==> src/rtl/apb5_wake_pkg.sv <==
package apb5_wake_pkg;
  typedef enum logic [1:0] {
    ST_IDLE   = 2'd0,
    ST_WAKE   = 2'd1,
    ST_SETUP  = 2'd2,
    ST_ACCESS = 2'd3
  } phase_e;
endpackage

==> src/rtl/apb5_wake_fsm.sv <==
module apb5_wake_fsm
  import apb5_wake_pkg::*;
#(
  parameter int WAKE_LEAD = 1
) (
  input  logic   clk_i,
  input  logic   rst_ni,
  input  logic   cmd_valid_i,
  input  logic   pready_i,
  output phase_e state_o,
  output logic   accept_o,
  output logic   done_o,
  output logic   busy_d_o
);
  localparam int CW = (WAKE_LEAD > 1) ? $clog2(WAKE_LEAD) : 1;
  localparam logic [CW-1:0] LEAD_INIT = CW'(WAKE_LEAD - 1);

  phase_e state_q, state_d;
  logic [CW-1:0] cnt_q, cnt_d;

  always_comb begin
    state_d  = state_q;
    cnt_d    = cnt_q;
    accept_o = 1'b0;
    done_o   = 1'b0;
    unique case (state_q)
      ST_IDLE: if (cmd_valid_i) begin
        state_d = ST_WAKE;
        cnt_d   = LEAD_INIT;
      end
      ST_WAKE: begin
        if (!cmd_valid_i) state_d = ST_IDLE;   // false wakeup
        else if (cnt_q == '0) begin
          accept_o = 1'b1;
          state_d  = ST_SETUP;
        end else cnt_d = cnt_q - 1'b1;
      end
      ST_SETUP: state_d = ST_ACCESS;
      ST_ACCESS: if (pready_i) begin
        done_o = 1'b1;
        if (cmd_valid_i) begin
          accept_o = 1'b1;
          state_d  = ST_SETUP;
        end else state_d = ST_IDLE;
      end
      default: state_d = ST_IDLE;
    endcase
  end

  always_ff @(posedge clk_i or negedge rst_ni) begin
    if (!rst_ni) begin
      state_q <= ST_IDLE;
      cnt_q   <= '0;
    end else begin
      state_q <= state_d;
      cnt_q   <= cnt_d;
    end
  end

  assign state_o  = state_q;
  assign busy_d_o = (state_d != ST_IDLE);

  p_false_wake_r10: assert property (@(posedge clk_i) disable iff (!rst_ni)
    (state_q == ST_WAKE && !cmd_valid_i) |=> state_q == ST_IDLE);
endmodule

==> src/rtl/apb5_wake_flop.sv <==
module apb5_wake_flop (
  input  logic clk_i,
  input  logic rst_ni,
  input  logic wake_d_i,
  input  logic psel_i,
  input  logic penable_i,
  input  logic pready_i,
  output logic pwakeup_o
);
  // Registered output only: routed to a clock controller.
  logic wake_q;
  always_ff @(posedge clk_i or negedge rst_ni) begin
    if (!rst_ni) wake_q <= 1'b0;
    else         wake_q <= wake_d_i;
  end
  assign pwakeup_o = wake_q;

  p_wake_hold_r3: assert property (@(posedge clk_i) disable iff (!rst_ni)
    (wake_q && psel_i && !(penable_i && pready_i)) |=> wake_q);
  p_wake_leads_sel_r2: assert property (@(posedge clk_i) disable iff (!rst_ni)
    $rose(psel_i) |-> (wake_q && $past(wake_q)));
  p_no_drop_in_xfer_r4: assert property (@(posedge clk_i) disable iff (!rst_ni)
    $fell(wake_q) |-> !psel_i);
endmodule

==> src/rtl/apb5_wake_cmd_reg.sv <==
module apb5_wake_cmd_reg #(
  parameter int ADDR_W  = 16,
  parameter int DATA_W  = 32,
  parameter int AUSER_W = 8,
  parameter int WUSER_W = 8,
  parameter int RUSER_W = 8,
  parameter int BUSER_W = 4
) (
  input  logic               clk_i,
  input  logic               rst_ni,
  input  logic               accept_i,
  input  logic               done_i,
  input  logic [ADDR_W-1:0]  cmd_addr_i,
  input  logic               cmd_write_i,
  input  logic [DATA_W-1:0]  cmd_wdata_i,
  input  logic [AUSER_W-1:0] cmd_auser_i,
  input  logic [WUSER_W-1:0] cmd_wuser_i,
  input  logic [DATA_W-1:0]  prdata_i,
  input  logic               pslverr_i,
  input  logic [RUSER_W-1:0] pruser_i,
  input  logic [BUSER_W-1:0] pbuser_i,
  output logic [ADDR_W-1:0]  paddr_o,
  output logic               pwrite_o,
  output logic [DATA_W-1:0]  pwdata_o,
  output logic [AUSER_W-1:0] pauser_o,
  output logic [WUSER_W-1:0] pwuser_o,
  output logic               rsp_valid_o,
  output logic [DATA_W-1:0]  rsp_rdata_o,
  output logic [RUSER_W-1:0] rsp_ruser_o,
  output logic [BUSER_W-1:0] rsp_buser_o,
  output logic               rsp_err_o
);
  always_ff @(posedge clk_i or negedge rst_ni) begin
    if (!rst_ni) begin
      paddr_o  <= '0;
      pwrite_o <= 1'b0;
      pwdata_o <= '0;
      pauser_o <= '0;
      pwuser_o <= '0;
    end else if (accept_i) begin
      paddr_o  <= cmd_addr_i;
      pwrite_o <= cmd_write_i;
      pwdata_o <= cmd_wdata_i;
      pauser_o <= cmd_auser_i;
      pwuser_o <= cmd_write_i ? cmd_wuser_i : '0;
    end
  end

  always_ff @(posedge clk_i or negedge rst_ni) begin
    if (!rst_ni) begin
      rsp_valid_o <= 1'b0;
      rsp_rdata_o <= '0;
      rsp_ruser_o <= '0;
      rsp_buser_o <= '0;
      rsp_err_o   <= 1'b0;
    end else begin
      rsp_valid_o <= done_i;
      if (done_i) begin
        rsp_rdata_o <= prdata_i;
        rsp_ruser_o <= pwrite_o ? '0 : pruser_i;
        rsp_buser_o <= pbuser_i;
        rsp_err_o   <= pslverr_i;
      end
    end
  end
endmodule

==> src/rtl/apb5_wake_req.sv <==
module apb5_wake_req
  import apb5_wake_pkg::*;
#(
  parameter int ADDR_W    = 16,
  parameter int DATA_W    = 32,
  parameter int AUSER_W   = 8,
  parameter int WUSER_W   = 8,
  parameter int RUSER_W   = 8,
  parameter int BUSER_W   = 4,
  parameter int WAKE_LEAD = 1
) (
  input  logic               clk_i,
  input  logic               rst_ni,
  input  logic               cmd_valid_i,
  output logic               cmd_ready_o,
  input  logic [ADDR_W-1:0]  cmd_addr_i,
  input  logic               cmd_write_i,
  input  logic [DATA_W-1:0]  cmd_wdata_i,
  input  logic [AUSER_W-1:0] cmd_auser_i,
  input  logic [WUSER_W-1:0] cmd_wuser_i,
  output logic               rsp_valid_o,
  output logic [DATA_W-1:0]  rsp_rdata_o,
  output logic [RUSER_W-1:0] rsp_ruser_o,
  output logic [BUSER_W-1:0] rsp_buser_o,
  output logic               rsp_err_o,
  output logic               psel_o,
  output logic               penable_o,
  output logic [ADDR_W-1:0]  paddr_o,
  output logic               pwrite_o,
  output logic [DATA_W-1:0]  pwdata_o,
  output logic [AUSER_W-1:0] pauser_o,
  output logic [WUSER_W-1:0] pwuser_o,
  output logic               pwakeup_o,
  input  logic [DATA_W-1:0]  prdata_i,
  input  logic               pready_i,
  input  logic               pslverr_i,
  input  logic [RUSER_W-1:0] pruser_i,
  input  logic [BUSER_W-1:0] pbuser_i
);
  if (AUSER_W < 1 || AUSER_W > 128) begin : g_bad_auser
    $error("AUSER_W must be 1..128");
  end
  if (WUSER_W < 1 || WUSER_W > DATA_W / 2) begin : g_bad_wuser
    $error("WUSER_W must be 1..DATA_W/2");
  end
  if (WAKE_LEAD < 1) begin : g_bad_lead
    $error("WAKE_LEAD must be at least 1");
  end

  phase_e state;
  logic   accept, done, busy_d;

  apb5_wake_fsm #(.WAKE_LEAD(WAKE_LEAD)) u_fsm (
    .clk_i, .rst_ni, .cmd_valid_i, .pready_i,
    .state_o(state), .accept_o(accept), .done_o(done), .busy_d_o(busy_d)
  );

  assign psel_o      = (state == ST_SETUP) || (state == ST_ACCESS);
  assign penable_o   = (state == ST_ACCESS);
  assign cmd_ready_o = accept;

  apb5_wake_flop u_wake (
    .clk_i, .rst_ni, .wake_d_i(busy_d),
    .psel_i(psel_o), .penable_i(penable_o), .pready_i,
    .pwakeup_o
  );

  apb5_wake_cmd_reg #(
    .ADDR_W(ADDR_W), .DATA_W(DATA_W), .AUSER_W(AUSER_W),
    .WUSER_W(WUSER_W), .RUSER_W(RUSER_W), .BUSER_W(BUSER_W)
  ) u_cmd (
    .clk_i, .rst_ni, .accept_i(accept), .done_i(done),
    .cmd_addr_i, .cmd_write_i, .cmd_wdata_i, .cmd_auser_i, .cmd_wuser_i,
    .prdata_i, .pslverr_i, .pruser_i, .pbuser_i,
    .paddr_o, .pwrite_o, .pwdata_o, .pauser_o, .pwuser_o,
    .rsp_valid_o, .rsp_rdata_o, .rsp_ruser_o, .rsp_buser_o, .rsp_err_o
  );

  always @(posedge clk_i) begin
    if (!rst_ni) begin
      a_reset_idle_r1: assert (!pwakeup_o && !psel_o && !penable_o);
    end
  end

  p_setup_then_access_r6: assert property (@(posedge clk_i) disable iff (!rst_ni)
    (psel_o && !penable_o) |=> (psel_o && penable_o));
  p_payload_stable_r7: assert property (@(posedge clk_i) disable iff (!rst_ni)
    (psel_o && penable_o && !pready_i) |=> (psel_o && penable_o &&
      $stable(paddr_o) && $stable(pwrite_o) && $stable(pwdata_o) &&
      $stable(pauser_o) && $stable(pwuser_o)));
  p_wuser_read_zero_r8: assert property (@(posedge clk_i) disable iff (!rst_ni)
    (psel_o && !pwrite_o) |-> (pwuser_o == '0));
  p_rsp_pulse_r9: assert property (@(posedge clk_i) disable iff (!rst_ni)
    (psel_o && penable_o && pready_i) |=> rsp_valid_o);
  p_idle_after_last_r4: assert property (@(posedge clk_i) disable iff (!rst_ni)
    (psel_o && penable_o && pready_i && !cmd_valid_i) |=> (!pwakeup_o && !psel_o));
  p_back_to_back_r5: assert property (@(posedge clk_i) disable iff (!rst_ni)
    (psel_o && penable_o && pready_i && cmd_valid_i) |=>
      (psel_o && !penable_o && pwakeup_o));
endmodule

==> config.mk <==
export PLATFORM = sky130hd
export DESIGN_NAME = apb5_wake_req
export DESIGN_NICKNAME = d
export VERILOG_FILES = /design/src/rtl/apb5_wake_pkg.sv /design/src/rtl/apb5_wake_fsm.sv /design/src/rtl/apb5_wake_flop.sv /design/src/rtl/apb5_wake_cmd_reg.sv /design/src/rtl/apb5_wake_req.sv
export SDC_FILE = /design/constraint.sdc
export NUM_CORES = 1
export LEC_CHECK = 0
export BUFFER_PORTS_ARGS = -buffer_cell sky130_fd_sc_hd__buf_4
export CORE_MARGIN = 3
export CORE_UTILIZATION = 26
export DETAILED_ROUTE_END_ITERATION = 16
export HOLD_SLACK_MARGIN = 0.03
export SLEW_MARGIN = 20
export SYNTH_ARGS = -nofsm -noshare
export SYNTH_HDL_FRONTEND = slang
export SYNTH_SLANG_ARGS = --single-unit
==> constraint.sdc <==
create_clock -name clk_i -period 3.65 [get_ports clk_i]
set_input_delay 0.365 -clock clk_i [delete_from_list [all_inputs] [get_ports clk_i]]
set_output_delay 0.365 -clock clk_i [all_outputs]
set_load 0.005 [all_outputs]
==> metrics.log, run 1 <==
INFO  metric outcome = complete, no violations
INFO  metric fin_crit = ~2.4 ns
INFO  metric cp-start-kind = flop
INFO  metric holdCritPathClass = in2reg
INFO  metric cts.sink_count = between 100 and 150
INFO  metric routed-via-count = ~3,100
INFO  metric cts_made_buffers = 17
INFO  metric detailed_place_hpwl = 8.93 mm
INFO  metric timing.critical_path.required = around 3.3 ns
INFO  metric power.density = a little under 900 nW/um2
INFO  metric multi_input_area = roughly 1500 um2
INFO  metric worstReg2RegStart = u_fsm.state_o[1]
INFO  metric postPlaceCellArea = 6390 um2
INFO  metric nFillCells = between 1,500 and 2,000
INFO  metric finalCritPeriodShare = about two thirds
INFO  metric clock_tree_from_tritoncts = done
INFO  metric die_h = roughly 140 um
INFO  metric design_area = approximately 7000 um2
INFO  metric post-route-util = a little over two fifths
INFO  metric antenna_violations_before_repair = 0
INFO  metric cp-startpoint = u_fsm.state_o[1]
INFO  metric finalWeightedCongestion = 0.672
INFO  metric total_core_area = approximately 17,000 um2
INFO  metric peak_supply_drop = around 320 uV
INFO  metric peak_clock_frequency_supported_by_timing = between 400 and 500 MHz
INFO  metric syn-cell-area = ~4500 um2
INFO  metric per_instance_average_area_after_synthesis = 15.9 um2
INFO  metric worst_ep_arrival_time = about 2.1 ns
INFO  metric area_growth_syn_to_layout = 56.5%
INFO  metric drive_above_1_share = 67.5%
INFO  metric crit_path_cell_trace = inv_2 > o211a_4 > buf_12 > buf_4
INFO  metric initial_core_util = a little over a quarter
INFO  metric setup_viol_count_final = 0
INFO  metric clk-insertion-delay-late = roughly 0.4 ns
INFO  metric detailedRoute.firstIterationViolations = 77
INFO  metric design.die.area = about 19,000 um2
INFO  metric first_pass_grt_wire_length = approximately 18 mm
INFO  metric regArea = roughly 2900 um2
INFO  metric syn-instance-count = 280
INFO  metric n_antenna_cell = 0
INFO  metric power_leakage = 3.40 nW
INFO  metric worst-setup-path-type = reg2out
INFO  metric final_hold_violation_count = 0
INFO  metric placement_rows = 47
INFO  metric hold_path_startpoint = cmd_wdata_i[19]
INFO  metric cp-end-kind = primary output
INFO  metric dp_slack = 1.50 ns
INFO  metric rsz_0062_raised_after_global_routing = false
INFO  metric detail_route.first_pass.iterations = 4
INFO  metric postSynthNetCount = 394
INFO  metric max_cap_viol_count = 0
INFO  metric synth.distinct_cells = 21
INFO  metric clock-root-buffer = sky130_fd_sc_hd__clkbuf_16
INFO  metric detail_route.wirelength = 12.0 mm
INFO  metric ioPinCount = 229
INFO  metric critical_path.slowest_cell = sky130_fd_sc_hd__o211a_4
INFO  metric number_of_global_route_vias_before_repair = around 3,300
INFO  metric clock_slew_at_the_register_clock_pins_of_the_worst_setup_and_hold_paths = ~0.05 ns
INFO  metric gr-total-overflow = 0
INFO  metric worst_slew_margin_rel = around 30%
INFO  metric port_buffers = 228
INFO  metric pin_count_of_the_biggest_net_entering_global_routing = 52
INFO  metric die_x = ~140 um
INFO  metric yosys_register_bits = 114
INFO  metric setup_ws = approximately 1.2 ns
INFO  metric yosysSeqAreaShare = between 60% and 70%
INFO  metric via_per_inst = ~4.2
INFO  metric post-synth-top-area-fraction = between 60% and 70%
INFO  metric post_synth_main_area_contributors = sky130_fd_sc_hd__dfrtp_1 (64%), sky130_fd_sc_hd__mux2_2 (16%), sky130_fd_sc_hd__mux2_4 (10%)
INFO  metric finalMaxSlewViolations = 0
INFO  metric critical_path.max_fanout = 34
INFO  metric route.antenna.remaining_nets = 0
INFO  metric timing_worst_slew_pin_value = around 1.0 ns
INFO  metric fin_nets = approximately 630
INFO  metric cts-root-to-sink-buffers = 2
INFO  metric detail_route.drc_violations = 0
INFO  metric global_route.usage.total = ~13%
INFO  metric cpPeakStageDelay = a little over 0.6 ns
INFO  metric wl_per_cell = between 15 and 20 um
INFO  metric fin_skew = roughly 0.0063 ns
INFO  metric synth_area_leader_cell = sky130_fd_sc_hd__dfrtp_1
INFO  metric fin_setup_tns = 0 ns
INFO  metric cts_htree_levels = 4
INFO  metric syn_warnings = 0
cell type report:
cell class / instances / area share [%]
Multi-Input combinational cell: 142 / 21.0
Clock inverter: 9 / 1.52
Clock buffer: 22 / 6.79
Sequential cell: 114 / 40.9
Inverter: 10 / 0.538
Tap cell: 220 / 3.94
Timing Repair Buffer: 233 / 25.3
power breakdown:
group / internal, mW / switching (mW)
logic: 1.54 / 0.787
clock network: 1.05 / 0.555
registers: 1.91 / 0.375
total: 4.50 / 1.72
cell usage after synthesis, drive strengths merged:
| cell type | number |
|---|---|
| dfrtp | 114 |
| mux2 | 94 |
| nand2 | 17 |
| buf | 11 |
| inv | 10 |
| mux2i | 8 |
| nand2b | 8 |
| o21ai | 8 |
| clkbuf | 3 |
| a21o | 1 |
| a22o | 1 |
| and2 | 1 |
| nand3 | 1 |
| nor2 | 1 |
| o211a | 1 |
| o22ai | 1 |
metrics by stage:
stage | cells | power, mW | hold WS, ns
after floorplan | 280 | 3.30 | 0.0694
after global placement | 718 | 4.61 | 0.449
after detailed placement | 718 | 4.68 | 0.459
after CTS | 750 | 6.34 | 0.163
after global routing | 750 | 6.62 | 0.170
final | 750 | 6.22 | 0.192
placed cells by master (no fill, tap or decap):
master                          netlist  final
sky130_fd_sc_hd__inv_1                9      9
sky130_fd_sc_hd__nand3_2              1      1
sky130_fd_sc_hd__and2_1               1      1
sky130_fd_sc_hd__dfrtp_1            114    114
sky130_fd_sc_hd__dlygate4sd3_1        0      1
sky130_fd_sc_hd__buf_4                0    231
sky130_fd_sc_hd__a21o_1               1      1
sky130_fd_sc_hd__clkbuf_8             0      3
sky130_fd_sc_hd__o22ai_1              1      1
sky130_fd_sc_hd__nand2_1             17     17
sky130_fd_sc_hd__clkinvlp_4           0      3
sky130_fd_sc_hd__o211a_4              0      1
sky130_fd_sc_hd__mux2_4              31     31
sky130_fd_sc_hd__a22o_1               1      1
sky130_fd_sc_hd__inv_2                1      1
sky130_fd_sc_hd__clkbuf_16            0     17
sky130_fd_sc_hd__nand2b_1             8      8
sky130_fd_sc_hd__clkinv_2             0      3
sky130_fd_sc_hd__clkbuf_1             3      2
sky130_fd_sc_hd__clkinv_4             0      1
sky130_fd_sc_hd__o21ai_0              8      8
sky130_fd_sc_hd__bufinv_16            0      2
sky130_fd_sc_hd__buf_12               0      1
sky130_fd_sc_hd__nor2_1               1      1
sky130_fd_sc_hd__mux2_2              63     63
sky130_fd_sc_hd__mux2i_1              8      8
per-layer routing:
metal  global-route usage [%]  vias to the layer above  routed length, um
met3                     4.71                       22                976
li1                         -                     1439                  -
met4                     6.60                        0                322
met1                     13.4                     1550               4370
met5                        0                        -                  0
met2                     21.4                      123               6290
cells by family after synthesis:
logic type / count (synthesis) / synth area share [%]
flip-flops: 114 / 64.0
AO/OA/AOI/OAI: 12 / 1.63
buffers and inverters: 24 / 3.25
multiplexers: 102 / 28.1
AND/OR/NAND/NOR: 28 / 3.00
final timing paths:
kind / slack [ns] / endpoint / depth (start not counted)
max: 1.22 / cmd_ready_o / 4
min: 0.19 / u_cmd.pwdata_o[19] / 2
max reg2reg: 1.55 / u_cmd.rsp_ruser_o[7] / 4
min reg2reg: 0.48 / u_cmd.rsp_ruser_o[5] / 2
max in group asynchronous: 2.22 / u_cmd.rsp_rdata_o[26] / 3
min in group asynchronous: 0.54 / u_cmd.rsp_rdata_o[14] / 2
registers in the layout (all words and copies together) (netlist names):
register           flops
u_cmd.pwdata_o        32
u_cmd.rsp_rdata_o     32
u_cmd.paddr_o         16
u_cmd.pauser_o         8
u_cmd.pwuser_o         8
u_cmd.rsp_ruser_o      8
u_cmd.rsp_buser_o      4
u_fsm.state_o          2
u_cmd.pwrite_o         1
u_cmd.rsp_err_o        1
u_cmd.rsp_valid_o      1
u_wake.pwakeup_o       1
worst max-delay path, delay by kind of cell, from the launching register on:
family,cells,cell delay (ns)
AO/OA/AOI/OAI,1,0.62
buffers and inverters,3,0.57
flip-flops,1,0.46
what timing repair did:
action | 4_1_cts | 5_1_grt
endpoints found under the hold margin | 34 | 0
hold buffers | 1 | 0
setup buffers | 0 | 0
resized for setup | 0 | 0
Note: power is estimated with default switching activity, not from simulation.
==> run 2, diff against run 1 <==
Clock period 3.65 ns to 2 ns, I/O delays scaled along.
==> metrics.log, run 2 (synthesized netlist as in run 1, its figures left out) <==
INFO  metric rsz_0062_raised_after_global_routing = false
INFO  metric cts_made_buffers = 17 (unchanged)
INFO  metric power_leakage = 3.88 nW (+14%)
INFO  metric worst-setup-path-type = reg2out
INFO  metric fin_skew = 0.00865 ns (+0.00231 ns)
INFO  metric first_pass_grt_wire_length = 19.9 mm (+12%)
INFO  metric hold_buffers = 95 (+94)
INFO  metric critical_path.max_fanout = 28 (-18%)
INFO  metric worst_ep_arrival_time = 1.67 ns (-0.39 ns)
INFO  metric timing_worst_slew_pin_value = 0.522 ns (-0.527 ns)
INFO  metric registers_with_the_most_flip_flops = u_cmd.pwdata_o: 32 flops, u_cmd.rsp_rdata_o: 32 flops, u_cmd.paddr_o: 16 flops
INFO  metric placement_rows = 47 (unchanged)
INFO  metric detailedRoute.firstIterationViolations = 92 (+19%)
INFO  metric design.die.area = 18,800 um2 (unchanged)
INFO  metric holdCritPathClass = in2reg
INFO  metric fin_nets = 731 (+16%)
INFO  metric share_clk_of_total_power = 28.3% (+2.5 points)
INFO  metric detail_route.drc_violations = 0 (unchanged)
INFO  metric die_x = 137 um (unchanged)
INFO  metric port_buffers = 228 (unchanged)
INFO  metric mostFrequentLayoutCells = sky130_fd_sc_hd__buf_4 (233), sky130_fd_sc_hd__dfrtp_1 (114), sky130_fd_sc_hd__dlygate4sd3_1 (96), sky130_fd_sc_hd__mux2_2 (63), sky130_fd_sc_hd__mux2_4 (31)
INFO  metric drive_above_1_share = 57.6% (-9.9 points)
INFO  metric peak_supply_drop = 595 uV (+86%)
INFO  metric pin_count_of_the_biggest_net_entering_global_routing = 51 (-1.9%)
INFO  metric wl_per_cell = 15.4 um (-3.7%)
INFO  metric cts.sink_count = 114 (unchanged)
INFO  metric combPwrFrac = 37.0% (-0.4 points)
INFO  metric setup_viol_count_final = 0 (unchanged)
INFO  metric detailed_place_hpwl = 9.13 mm (+2.3%)
INFO  metric route.antenna.remaining_nets = 0 (unchanged)
INFO  metric die_h = 137 um (unchanged)
INFO  metric clk-insertion-delay-late = 0.41 ns (about the same)
INFO  metric internal_power = 8.82 mW (+96%)
INFO  metric global_route.usage.total = 13.9% (+1.3 points)
INFO  metric clock-root-buffer = sky130_fd_sc_hd__clkbuf_16
INFO  metric power.density = 1490 nW/um2 (+67%)
INFO  metric routed-via-count = 3,492 (+11%)
INFO  metric postCtsSetupRepairBufs = 0 (unchanged)
INFO  metric worst_slew_margin_rel = 65.2% (+35 points)
INFO  metric power_frac_seq = 34.7% (-2.0 points)
INFO  metric ctsResizeCount = 0 (unchanged)
INFO  metric ioPinCount = 229 (unchanged)
INFO  metric fin_setup_tns = 0 ns (unchanged)
INFO  metric fin_crit = around 1.9 ns
INFO  metric area_growth_syn_to_layout = 81.1%
INFO  metric clock_slew_at_the_register_clock_pins_of_the_worst_setup_and_hold_paths = 0.05 ns (about the same)
INFO  metric gr-total-overflow = 0 (unchanged)
INFO  metric cts_htree_levels = 4 (unchanged)
INFO  metric outcome = complete, no violations
INFO  metric finalMaxSlewViolations = 0 (unchanged)
INFO  metric most_frequent_standard_cell_in_the_layout_excluding_fill_and_tap_cells = sky130_fd_sc_hd__buf_4
INFO  metric detail_route.first_pass.iterations = 3 (-1)
INFO  metric number_of_global_route_vias_before_repair = 3,876 (+16%)
INFO  metric peak_clock_frequency_supported_by_timing = between 500 and 600 MHz
INFO  metric finalWeightedCongestion = 0.677 (+0.77%)
INFO  metric via_per_inst = 4.11 (-1.7%)
INFO  metric power.switching_fraction = 26.7% (-0.91 points)
INFO  metric final_hold_violation_count = 0 (unchanged)
INFO  metric n_antenna_cell = 0 (unchanged)
INFO  metric total_core_area = 16,700 um2 (unchanged)
INFO  metric clock_tree_from_tritoncts = done
INFO  metric cts-root-to-sink-buffers = 2 (unchanged)
INFO  metric postPlaceCellArea = 6440 um2 (+0.86%)
INFO  metric finalCritPeriodShare = between 90% and 100%
INFO  metric detail_route.wirelength = 13.1 mm (+9.2%)
INFO  metric max_cap_viol_count = 0 (unchanged)
INFO  metric timing.critical_path.required = 1.80 ns (-1.48 ns)
INFO  metric cp-end-kind = primary output
INFO  metric design_area = 8080 um2 (+16%)
INFO  metric switchingPower = 3.21 mW (+87%)
INFO  metric antenna_violations_before_repair = 0 (unchanged)
INFO  metric cp-start-kind = flop
INFO  metric nFillCells = 1,482 (-8.6%)
INFO  metric multi_input_area = 1470 um2 (unchanged)
INFO  metric regArea = 2850 um2 (unchanged)
INFO  metric initial_core_util = 26.7% (unchanged)
[run 2: final cells by class]
| class | count | area share, % |
|---|---|---|
| tap | 220 | 3.41 |
| clock inverter | 8 | 2.12 |
| sequential | 114 | 35.3 |
| inverter | 10 | 0.465 |
| timing repair buffer | 332 | 34.3 |
| clock buffer | 24 | 6.21 |
| multi-input combinational | 142 | 18.2 |
[run 2: critical path, cell delays in order (launching register included)]
cell                      delay (ns)
sky130_fd_sc_hd__dfrtp_1        0.45
sky130_fd_sc_hd__inv_2          0.10
sky130_fd_sc_hd__o211a_4        0.29
sky130_fd_sc_hd__buf_12         0.26
sky130_fd_sc_hd__buf_4          0.15
[run 2: path summary, 6_finish.rpt]
| check | depth (start not counted) | to | startpoint | slack (ns) |
|---|---|---|---|---|
| max | 4 | cmd_ready_o | u_fsm.state_o[1] | 0.13 |
| min | 3 | u_cmd.pwuser_o[0] | cmd_wuser_i[0] | 0.05 |
| max reg2reg | 4 | u_cmd.paddr_o[15] | u_fsm.state_o[1] | 0.40 |
| min reg2reg | 2 | u_cmd.rsp_ruser_o[4] | u_cmd.rsp_ruser_o[4] | 0.48 |
| max in group asynchronous | 3 | u_cmd.paddr_o[4] | rst_ni | 0.99 |
| min in group asynchronous | 2 | u_cmd.rsp_rdata_o[17] | rst_ni | 0.31 |
[run 2: routing by layer]
| layer | share of wire [%] | global-route usage, % | up-vias |
|---|---|---|---|
| li1 | - | - | 1636 |
| met1 | 38 | 15.4 | 1713 |
| met2 | 54 | 24.3 | 129 |
| met3 | 6.7 | 5.07 | 14 |
| met4 | 1.7 | 5.21 | 0 |
| met5 | 0 | 0 | - |
[run 2: power by group through the flow]
| stage | Clock, mW | Sequential [mW] | Combinational, mW |
|---|---|---|---|
| 2_1_floorplan | 0 | 4.19 | 1.83 |
| 5_1_grt | 3.61 | 4.34 | 4.81 |
| 3_3_place_gp | 0 | 4.16 | 4.26 |
| 6_report | 3.41 | 4.17 | 4.45 |
| 4_1_cts | 3.49 | 4.19 | 4.53 |
| 3_5_place_dp | 0 | 4.20 | 4.38 |
[run 2: stage by stage]
step	worst slack, ns	util [%]	instances	power (mW)	hold WS [ns]
after floorplan	0.586	-	280	6.03	-0.0956
after global placement	0.437	38.6	722	8.42	0.201
after detailed placement	0.398	38.6	722	8.57	0.224
after CTS	0.0946	48.3	849	12.2	0.0309
after global routing	0.0478	48.4	850	12.8	0.0333
final	0.132	48.4	850	12.0	0.0477
